$ cat src/rtl/wel_pkg.sv
package wel_pkg;

  localparam int BYTE_W = 8;

  localparam logic [BYTE_W-1:0] OP_SET_LATCH = 8'h06;
  localparam logic [BYTE_W-1:0] OP_CLR_LATCH = 8'h04;

  typedef enum logic [1:0] {
    CMD_NONE   = 2'd0,
    CMD_LATCH  = 2'd1,
    CMD_MODIFY = 2'd2,
    CMD_OTHER  = 2'd3
  } cmd_class_t;

  // Strobes from control to datapath
  typedef struct packed {
    logic sampleBit;   // rising serial clock inside an active frame
    logic frameClear;  // chip select returned high
  } wel_strobe_t;

  function automatic logic isModifyOp(input logic [BYTE_W-1:0] op);
    case (op)
      8'h02, 8'h20, 8'h52, 8'hD8, 8'h60, 8'hC7,
      8'h36, 8'h39, 8'h33, 8'h34, 8'h9B, 8'h01: isModifyOp = 1'b1;
      default:                                 isModifyOp = 1'b0;
    endcase
  endfunction

  function automatic cmd_class_t classifyOp(input logic valid,
                                            input logic [BYTE_W-1:0] op);
    if (!valid)
      classifyOp = CMD_NONE;
    else if (op == OP_SET_LATCH || op == OP_CLR_LATCH)
      classifyOp = CMD_LATCH;
    else if (isModifyOp(op))
      classifyOp = CMD_MODIFY;
    else
      classifyOp = CMD_OTHER;
  endfunction

endpackage

$ cat src/rtl/wel_pin_sync.sv
module wel_pin_sync #(
  parameter int STAGES = 2,
  parameter int WIDTH = 3,
  parameter logic [WIDTH-1:0] RST_VAL = '0
) (
  input  logic             clk,
  input  logic             rstN,
  input  logic [WIDTH-1:0] pinIn,
  output logic [WIDTH-1:0] pinOut
);

  logic [WIDTH-1:0] chain [STAGES];

  genvar s;
  generate
    for (s = 0; s < STAGES; s++) begin : g_stage
      if (s == 0) begin : g_first
        always_ff @(posedge clk or negedge rstN) begin
          if (!rstN) chain[s] <= RST_VAL;
          else       chain[s] <= pinIn;
        end
      end else begin : g_next
        always_ff @(posedge clk or negedge rstN) begin
          if (!rstN) chain[s] <= RST_VAL;
          else       chain[s] <= chain[s-1];
        end
      end
    end
  endgenerate

  assign pinOut = chain[STAGES-1];

endmodule

$ cat src/rtl/wel_datapath.sv
module wel_datapath
  import wel_pkg::*;
#(
  parameter int DATA_W = BYTE_W
) (
  input  logic              clk,
  input  logic              rstN,
  input  wel_strobe_t       stb,
  input  logic              sdiS,
  output logic [DATA_W-1:0] opcode,
  output logic              opcodeValid,
  output logic              aligned
);

  localparam int CNT_W = (DATA_W > 1) ? $clog2(DATA_W) : 1;
  localparam logic [CNT_W-1:0] LAST_BIT = CNT_W'(DATA_W - 1);

  logic [DATA_W-1:0] shiftReg;
  logic [DATA_W-1:0] shiftNext;
  logic [CNT_W-1:0]  bitCnt;
  logic              byteSeen;

  assign shiftNext = {shiftReg[DATA_W-2:0], sdiS};
  assign aligned   = byteSeen && (bitCnt == '0);

  always_ff @(posedge clk or negedge rstN) begin
    if (!rstN) begin
      shiftReg    <= '0;
      bitCnt      <= '0;
      byteSeen    <= 1'b0;
      opcode      <= '0;
      opcodeValid <= 1'b0;
    end else if (stb.frameClear) begin
      shiftReg    <= '0;
      bitCnt      <= '0;
      byteSeen    <= 1'b0;
      opcodeValid <= 1'b0;
    end else if (stb.sampleBit) begin
      shiftReg <= shiftNext;
      if (bitCnt == LAST_BIT) begin
        bitCnt   <= '0;
        byteSeen <= 1'b1;
        if (!opcodeValid) begin
          opcode      <= shiftNext;
          opcodeValid <= 1'b1;
        end
      end else begin
        bitCnt <= bitCnt + 1'b1;
      end
    end
  end

  // the eighth bit of the first byte completes the command code
  assert_opcode_capture_R7: assert property (@(posedge clk) disable iff (!rstN)
    (stb.sampleBit && !stb.frameClear && !opcodeValid && bitCnt == LAST_BIT)
      |=> opcodeValid);

  // later bytes never overwrite the captured code
  assert_trailing_ignored_R6: assert property (@(posedge clk) disable iff (!rstN)
    (opcodeValid && !stb.frameClear) |=> $stable(opcode));

  // alignment is only claimed after a full byte
  assert_aligned_needs_byte_R5: assert property (@(posedge clk) disable iff (!rstN)
    aligned |-> opcodeValid);

endmodule

$ cat src/rtl/wel_ctrl.sv
module wel_ctrl
  import wel_pkg::*;
(
  input  logic              clk,
  input  logic              rstN,
  input  logic              csS,
  input  logic              sckS,
  input  logic [BYTE_W-1:0] opcode,
  input  logic              opcodeValid,
  input  logic              aligned,
  output wel_strobe_t       stb,
  output logic              wel,
  output logic              modifyPermit,
  output logic              modifyReject,
  output logic              sdoEn
);

  logic sckPrev;
  logic csPrev;
  logic csActive;
  logic sckRise;
  logic frameEnd;
  cmd_class_t cmdClass;

  always_ff @(posedge clk or negedge rstN) begin
    if (!rstN) begin
      sckPrev <= 1'b0;
      csPrev  <= 1'b1;
    end else begin
      sckPrev <= sckS;
      csPrev  <= csS;
    end
  end

  assign csActive = !csS;
  assign sckRise  = sckS && !sckPrev;
  assign frameEnd = csS && !csPrev;

  assign stb.sampleBit  = sckRise && csActive;
  assign stb.frameClear = frameEnd;

  // Latch applies only on a byte-aligned close of the frame
  always_ff @(posedge clk or negedge rstN) begin
    if (!rstN) begin
      wel <= 1'b0;
    end else if (frameEnd && aligned) begin
      if (opcode == OP_SET_LATCH)      wel <= 1'b1;
      else if (opcode == OP_CLR_LATCH) wel <= 1'b0;
    end
  end

  assign cmdClass     = classifyOp(opcodeValid, opcode);
  assign modifyPermit = csActive && (cmdClass == CMD_MODIFY) && wel;
  assign modifyReject = csActive && (cmdClass == CMD_MODIFY) && !wel;
  assign sdoEn        = csActive && (cmdClass == CMD_OTHER);

  // no latch movement without a frame close
  assert_wel_hold_R4: assert property (@(posedge clk) disable iff (!rstN)
    !frameEnd |=> $stable(wel));

  // a misaligned close is discarded
  assert_abort_R5: assert property (@(posedge clk) disable iff (!rstN)
    (frameEnd && !aligned) |=> $stable(wel));

  // the latch only rises after a set command
  assert_set_source_R2: assert property (@(posedge clk) disable iff (!rstN)
    $rose(wel) |-> $past(opcode == OP_SET_LATCH && opcodeValid));

  // the latch only falls after a clear command
  assert_clr_source_R3: assert property (@(posedge clk) disable iff (!rstN)
    $fell(wel) |-> $past(opcode == OP_CLR_LATCH && opcodeValid));

  // grant and refusal are exclusive
  assert_permit_excl_R9: assert property (@(posedge clk) disable iff (!rstN)
    !(modifyPermit && modifyReject));

  // output drive only after a complete command byte
  assert_sdo_needs_opcode_R10: assert property (@(posedge clk) disable iff (!rstN)
    sdoEn |-> opcodeValid);

endmodule

$ cat src/rtl/wel_guard.sv
module wel_guard
  import wel_pkg::*;
#(
  parameter int SYNC_STAGES = 2
) (
  input  logic              clk,
  input  logic              rstN,
  input  logic              csN,
  input  logic              sck,
  input  logic              sdi,
  output logic              sdoEn,
  output logic [BYTE_W-1:0] opcode,
  output logic              opcodeValid,
  output logic              wel,
  output logic              modifyPermit,
  output logic              modifyReject
);

  logic [2:0]  pinSync;
  wel_strobe_t stb;
  logic        aligned;

  wel_pin_sync #(
    .STAGES (SYNC_STAGES),
    .WIDTH  (3),
    .RST_VAL(3'b100)
  ) u_sync (
    .clk   (clk),
    .rstN  (rstN),
    .pinIn ({csN, sck, sdi}),
    .pinOut(pinSync)
  );

  wel_ctrl u_ctrl (
    .clk         (clk),
    .rstN        (rstN),
    .csS         (pinSync[2]),
    .sckS        (pinSync[1]),
    .opcode      (opcode),
    .opcodeValid (opcodeValid),
    .aligned     (aligned),
    .stb         (stb),
    .wel         (wel),
    .modifyPermit(modifyPermit),
    .modifyReject(modifyReject),
    .sdoEn       (sdoEn)
  );

  wel_datapath #(
    .DATA_W(BYTE_W)
  ) u_dp (
    .clk        (clk),
    .rstN       (rstN),
    .stb        (stb),
    .sdiS       (pinSync[0]),
    .opcode     (opcode),
    .opcodeValid(opcodeValid),
    .aligned    (aligned)
  );

endmodule

$ cat config.mk
export PLATFORM = sky130hd
export DESIGN_NAME = wel_guard
export DESIGN_NICKNAME = d
export VERILOG_FILES = /design/src/rtl/wel_pkg.sv /design/src/rtl/wel_pin_sync.sv /design/src/rtl/wel_datapath.sv /design/src/rtl/wel_ctrl.sv /design/src/rtl/wel_guard.sv
export SDC_FILE = /design/constraint.sdc
export NUM_CORES = 1
export LEC_CHECK = 0
export ABC_AREA = 1
export BUFFER_PORTS_ARGS = -buffer_cell sky130_fd_sc_hd__buf_2
export CORE_MARGIN = 2
export CORE_UTILIZATION = 50
export CTS_CLUSTER_SIZE = 40
export DETAILED_ROUTE_END_ITERATION = 8
export PLACE_DENSITY_LB_ADDON = 0.2
export SKIP_CTS_REPAIR_TIMING = 1
export SYNTH_ARGS = -nofsm -noshare
export SYNTH_HDL_FRONTEND = slang
export SYNTH_SLANG_ARGS = --single-unit
$ cat constraint.sdc
create_clock -name clk -period 1.3 [get_ports clk]
set_input_delay 0.26 -clock clk [delete_from_list [all_inputs] [get_ports clk]]
set_output_delay 0.26 -clock clk [all_outputs]
set_load 0.005 [all_outputs]
# Yosys cells after proc, flatten, opt, wreduce, memory -nomap -nowiden
# Cells that the tools add are included.
[word_totals]
register_bits = 28
in_bits = 5
[op_classes]
eq_ne = 17
addsub = 1
muxes = 16
n_bitwise = 2
reduce_logical = 22
[ops]
columns = ["cell", "n"]
rows = [
  ["$eq A8 B6 Y1 const B", 5],
  ["$eq A8 B8 Y1 const B", 3],
  ["$eq A8 B3 Y1 const B", 2],
  ["$eq A8 B7 Y1 const B", 2],
  ["$mux W7", 2],
  ["$reduce_or A12 Y1", 1],
  ["$logic_and A1 B1 Y1", 9],
  ["$mux W1", 9],
  ["$mux W3", 3],
  ["$eq A8 B1 Y1 const B", 1],
  ["$eq A8 B2 Y1 const B", 1],
  ["$reduce_bool A2 Y1", 3],
  ["$eq A2 B2 Y1 const B", 2],
  ["$logic_not A1 Y1", 4],
  ["$mux W2", 2],
  ["$reduce_and A2 Y1", 2],
  ["$reduce_and A4 Y1", 1],
  ["$add A3 B1 Y3 const B", 1],
  ["$eq A3 B3 Y1 const B", 1],
  ["$logic_not A3 Y1", 1],
  ["$not A1 Y1", 2],
  ["$logic_or A1 B1 Y1", 1],
]

# Logic depth before layout (Yosys ltp)
[logic_depth]
ltp_word = 11
mapped_depth = 9
ltp_nobuf = 9

# By module
# A second synthesis with hierarchy kept.
[hier_totals]
cells_unflattened = 175
hier_area_um2 = 1400.1
[by_module_without_submodules]
columns = ["module", "area_per_inst_um2", "cells_each", "instances"]
rows = [
  ["wel_datapath", 800.8, 90, 1],
  ["wel_ctrl", 424.2, 76, 1],
  ["wel_pin_sync", 175.2, 9, 1],
]

# Worst setup path after synthesis
# Ideal clock, no wire load.
[synth_path]
kind = "register to output"
from = "reg u_dp.opcode[6]"
to = "out modifyPermit"
path_buffers = 0
t_arrival_ns = 1.122
setup_slack_ns = -0.082
stages_incl_launch_ff = 10
required_ns = 1.040
path_cell_list = "dfrtp_1 -> inv_1 -> nand2_2 -> nor2_1 -> nand2_1 -> nand2_1 -> nor2_1 -> nand3_1 -> nand2_1 -> nor2_1"
[synth_between]
elab_chain_len = 11
[synth_lines]
columns = ["item", "line", "rtl"]
rows = [
  ["from (decl)", "wel_datapath.sv:10", "output logic [DATA_W-1:0] opcode,"],
  ["from (signal assigned)", "wel_datapath.sv:44", "opcode <= shiftNext;"],
  ["$eq A8 B2 Y1 (tied with other cells)", "wel_pkg.sv:22", "case (op)"],
  ["$reduce_or A12 Y1", "wel_pkg.sv:22", ""],
  ["$mux W1", "wel_pkg.sv:22", ""],
  ["$mux W1", "wel_pkg.sv:33", "else if (op == OP_SET_LATCH || op == OP_CLR_LATCH)"],
  ["$mux W1", "wel_pkg.sv:31", "if (!valid)"],
  ["$mux W1", "wel_pkg.sv:35", "else if (isModifyOp(op))"],
  ["$mux W2 (*)", "wel_pkg.sv:33", ""],
  ["$mux W2 (*)", "wel_pkg.sv:31", ""],
  ["$eq A2 B2 Y1 (*)", "wel_ctrl.sv:53", "assign modifyPermit = csActive && (cmdClass == CMD_MODIFY) && wel;"],
  ["$logic_and A1 B1 Y1 (*) (2 in a row)", "wel_ctrl.sv:53", ""],
  ["to (decl)", "wel_guard.sv:15", "output logic modifyPermit,"],
]
# Mark *: on every way between the ends. The rest lies on a longest branch, timed or not. The select of a mux whose other input is x is not followed.

# Worst setup path in the final report
[layout_path]
from = "reg u_dp.opcode[1]"
to = "out modifyReject"
[layout_between]
elab_chain_len = 11
[layout_lines]
columns = ["item", "line", "rtl"]
rows = [
  ["$eq A8 B2 Y1 (tied with other cells)", "wel_pkg.sv:22", ""],
  ["$reduce_or A12 Y1", "wel_pkg.sv:22", ""],
  ["$mux W1", "wel_pkg.sv:22", ""],
  ["$mux W1", "wel_pkg.sv:33", ""],
  ["$mux W1", "wel_pkg.sv:31", ""],
  ["$mux W1", "wel_pkg.sv:35", ""],
  ["$mux W2 (*)", "wel_pkg.sv:33", ""],
  ["$mux W2 (*)", "wel_pkg.sv:31", ""],
  ["$eq A2 B2 Y1 (*)", "wel_ctrl.sv:54", "assign modifyReject = csActive && (cmdClass == CMD_MODIFY) && !wel;"],
  ["$logic_and A1 B1 Y1 (*) (2 in a row)", "wel_ctrl.sv:54", ""],
  ["to (decl)", "wel_guard.sv:16", "output logic modifyReject"],
]
# Marks and branches as above.

==> results.txt <==
number of library cell types mapped by synthesis - 21
Core ar. - 2500 um2
nets in the synthesized netlist - 159
final worst clock skew - 12.6 ps
Clock Pin Slew Worst Setup and Hold Paths - 150 ps
die extent in y - 55.6 um
Top delay family on crit path - simple AND/OR/NAND/NOR gates
worst endpoint data arrival time - 1640 ps
Detailed Routing Iterations Pass 1 - 4
starting density of the core - 53.3%
clock share of power - 35.4%
clock network latency to the later pin of the worst-skew pair - 330 ps
setup total negative slack - -2130 ps
sequential share of the synthesized area - 52.9%
final HPWL from detailed placement - 1860 um
required time worst endpoint - 1040 ps
number of primary I/O pins - 18
vias in the first global route - 1039
cell with the biggest individual delay on the critical path - sky130_fd_sc_hd__dfrtp_2
cell area after synthesis - 1330 um2
post-synth top area share - 47.0%
clock sink total - 28
shortest clock period the worst path allows after layout - 1900 ps
share of the clock period used by the worst path after layout - 146%
internal cell power - 1.26 mW
commonest cells after routing, fill and taps aside - sky130_fd_sc_hd__nand2_1, sky130_fd_sc_hd__dfrtp_1, sky130_fd_sc_hd__buf_4
Max Cap Violations - 0
total chip power - 1.58 mW
combined buffer and inverter count along the critical path - 2
switching power - 0.329 mW
Max FO, Critical Path - 5
number of setup violations in the final report - 7
proportion of layout cells with a drive suffix above 1 - 48.0%
CP cell instances - buf_6 -> nand2_2 -> nor2_4 -> nand2_1 -> nand2_1 -> nor2_1 -> nand3_1 -> nand2_1 -> nor2_1 -> buf_2
Seq pwr share - 57.9%
CTS root buf - sky130_fd_sc_hd__clkbuf_4
via density per instance - 5.13
Seq cells post-synth - 28
remaining routing DRC violations - 0
power share of the combinational group - 6.7%
number of warning messages in the yosys log - 0
clock tree from TritonCTS - yes
biggest cell delay along the critical path - 480 ps
number of max-slew violations in the final report - 0
Hold WC Path Type - input pin to flip-flop
Die X-Extent - 55.6 um
violated checks - negative setup slack
commonest non-fill, non-tap cell in the layout - sky130_fd_sc_hd__nand2_1
count of antenna diodes in the layout - 0
wire length of the first global-routing pass - 4340 um
full die area - 3090 um2
standard-cell rows - 18
Routed Wire Length - 3000 um
count of buffers from port buffering - 17
critical path endpoint category - output pin
category of the critical setup timing path - flip-flop to output pin
dominant cell type by area after synthesis - sky130_fd_sc_hd__dfrtp_1
maximum level of the CTS H-tree - 1
area overhead of the layout relative to synthesis - 40.2%
largest net degree at the start of global routing - 29
static leakage - 0.906 nW
TritonCTS buffer count - 3
most repeated library cell on the critical path - sky130_fd_sc_hd__nand2_1
transition at the pin with the smallest max-transition slack - 598 ps
count of vias placed by the detailed router - 1181
post-synthesis cell count - 151
power per cell area - 849 nW/um2
nets@finish - 209
peak supply drop - 0.000928 V
Net Sw Frac - 20.7%
antenna violations before repair - 0
setup slack after layout - -601 ps
post-synthesis average cell area - 8.82 um2
Final Hold Fails - 0
post-route ant nets - 0
result of the run - finished with violations
Iteration-0 DRC Markers - 38
wire length per cell after detailed routing - 13.0 um
ranking of synthesized cells by area - sky130_fd_sc_hd__dfrtp_1, sky130_fd_sc_hd__nand2_1, sky130_fd_sc_hd__dfstp_2, sky130_fd_sc_hd__inv_1, sky130_fd_sc_hd__o21ai_2
sort of element at the start of the critical path - flip-flop
combined global-route utilization of all metal layers - 17.4%
RePlAce Congestion - 0.993
total global routing overflow - 0
worst rel slew slack - 60.2%
RSZ-0062 raised after global routing - yes
FMAX - 526 MHz
maximum number of buffers from clock root to sink - 2
-- metrics by stage --
step	hold WS [ps]	instances	util (%)	setup WS [ps]	instance area [um2]
after CTS	-74.7	216	65.4	-608	1640
after floorplan	-35.6	151	-	-51.6	1350
after detailed placement	302	212	63.3	-228	1580
after global routing	-3.28	230	74.7	-760	1870
after global placement	292	212	63.3	-201	1580
final	20.0	230	74.7	-601	1870
-- area by class of cell --
type                    instances  area (um2)
clock inverters                 1        30.0
flip-flops and latches         28         708
multi-input cells              97         611
inverters                      26        97.6
fillers                       172         633
well taps                      30        37.5
repair buffers                 45         360
clock buffers                   3        22.5
-- registers in the layout, indices dropped and copies added, names as in the netlist --
| signal | count |
|---|---|
| u_ctrl.csPrev | 1 |
| u_dp.bitCnt | 3 |
| u_sync.chain | 3 |
| u_dp.opcodeValid | 1 |
| u_ctrl.sckPrev | 1 |
| u_dp.opcode | 8 |
| u_ctrl.wel | 1 |
| u_sync.pinOut | 3 |
| u_dp.shiftReg | 7 |
-- power by group through the flow --
stage	clock network, mW	logic, mW	registers [mW]
floorplan	0	0.0455	0.929
global placement	0	0.0871	0.930
detailed placement	0	0.0919	0.933
CTS	0.577	0.0923	0.917
global route	0.604	0.121	0.921
finish	0.561	0.107	0.917
-- worst paths after layout --
path | slack (ps) | endpoint | cells after the start | startpoint
setup / recovery | -600 | modifyReject | 10 | u_dp.opcode[1]$_DFFE_PN0P_
hold / removal | 20 | u_sync.chain[3]$_DFF_PN0_ | 1 | sdi
setup reg to reg | -110 | u_ctrl.wel$_DFFE_PN0P_ | 8 | u_dp.opcode[4]$_DFFE_PN0P_
hold reg to reg | 370 | u_sync.pinOut[1]$_DFF_PN0_ | 0 | u_sync.chain[4]$_DFF_PN0_
max in group asynchronous | 390 | u_dp.opcode[3]$_DFFE_PN0P_ | 2 | rstN
min in group asynchronous | 480 | u_dp.shiftReg[0]$_DFFE_PN0P_ | 2 | rstN
-- synthesized netlist by cell type, drive strengths merged --
| cell | number |
|---|---|
| buf | 1 |
| dfrtp | 25 |
| dfstp | 3 |
| ha | 3 |
| inv | 26 |
| nand2 | 42 |
| nand3 | 5 |
| nand4 | 4 |
| nor2 | 17 |
| nor2b | 1 |
| nor3 | 4 |
| o21ai | 11 |
| o22ai | 8 |
| or2 | 1 |
-- kinds of logic after synthesis --
| kind of cell | synth area share, % |
|---|---|
| AOI/OAI and AO/OA | 10.2 |
| DFF | 52.9 |
| buffers and inverters | 8.18 |
| and+or+nand+nor | 25.9 |
| adders and majority gates | 2.82 |
-- layer usage --
metal	vias up	wire length (um)	part of all wire, %	GRT usage [%]
met5	-	0	0	0
met4	0	31	1.0	7.32
met3	4	86	2.9	1.40
met2	27	1550	52	28.9
met1	569	1330	44	23.5
li1	581	-	-	-
Note: power is estimated with default switching activity, not from simulation.
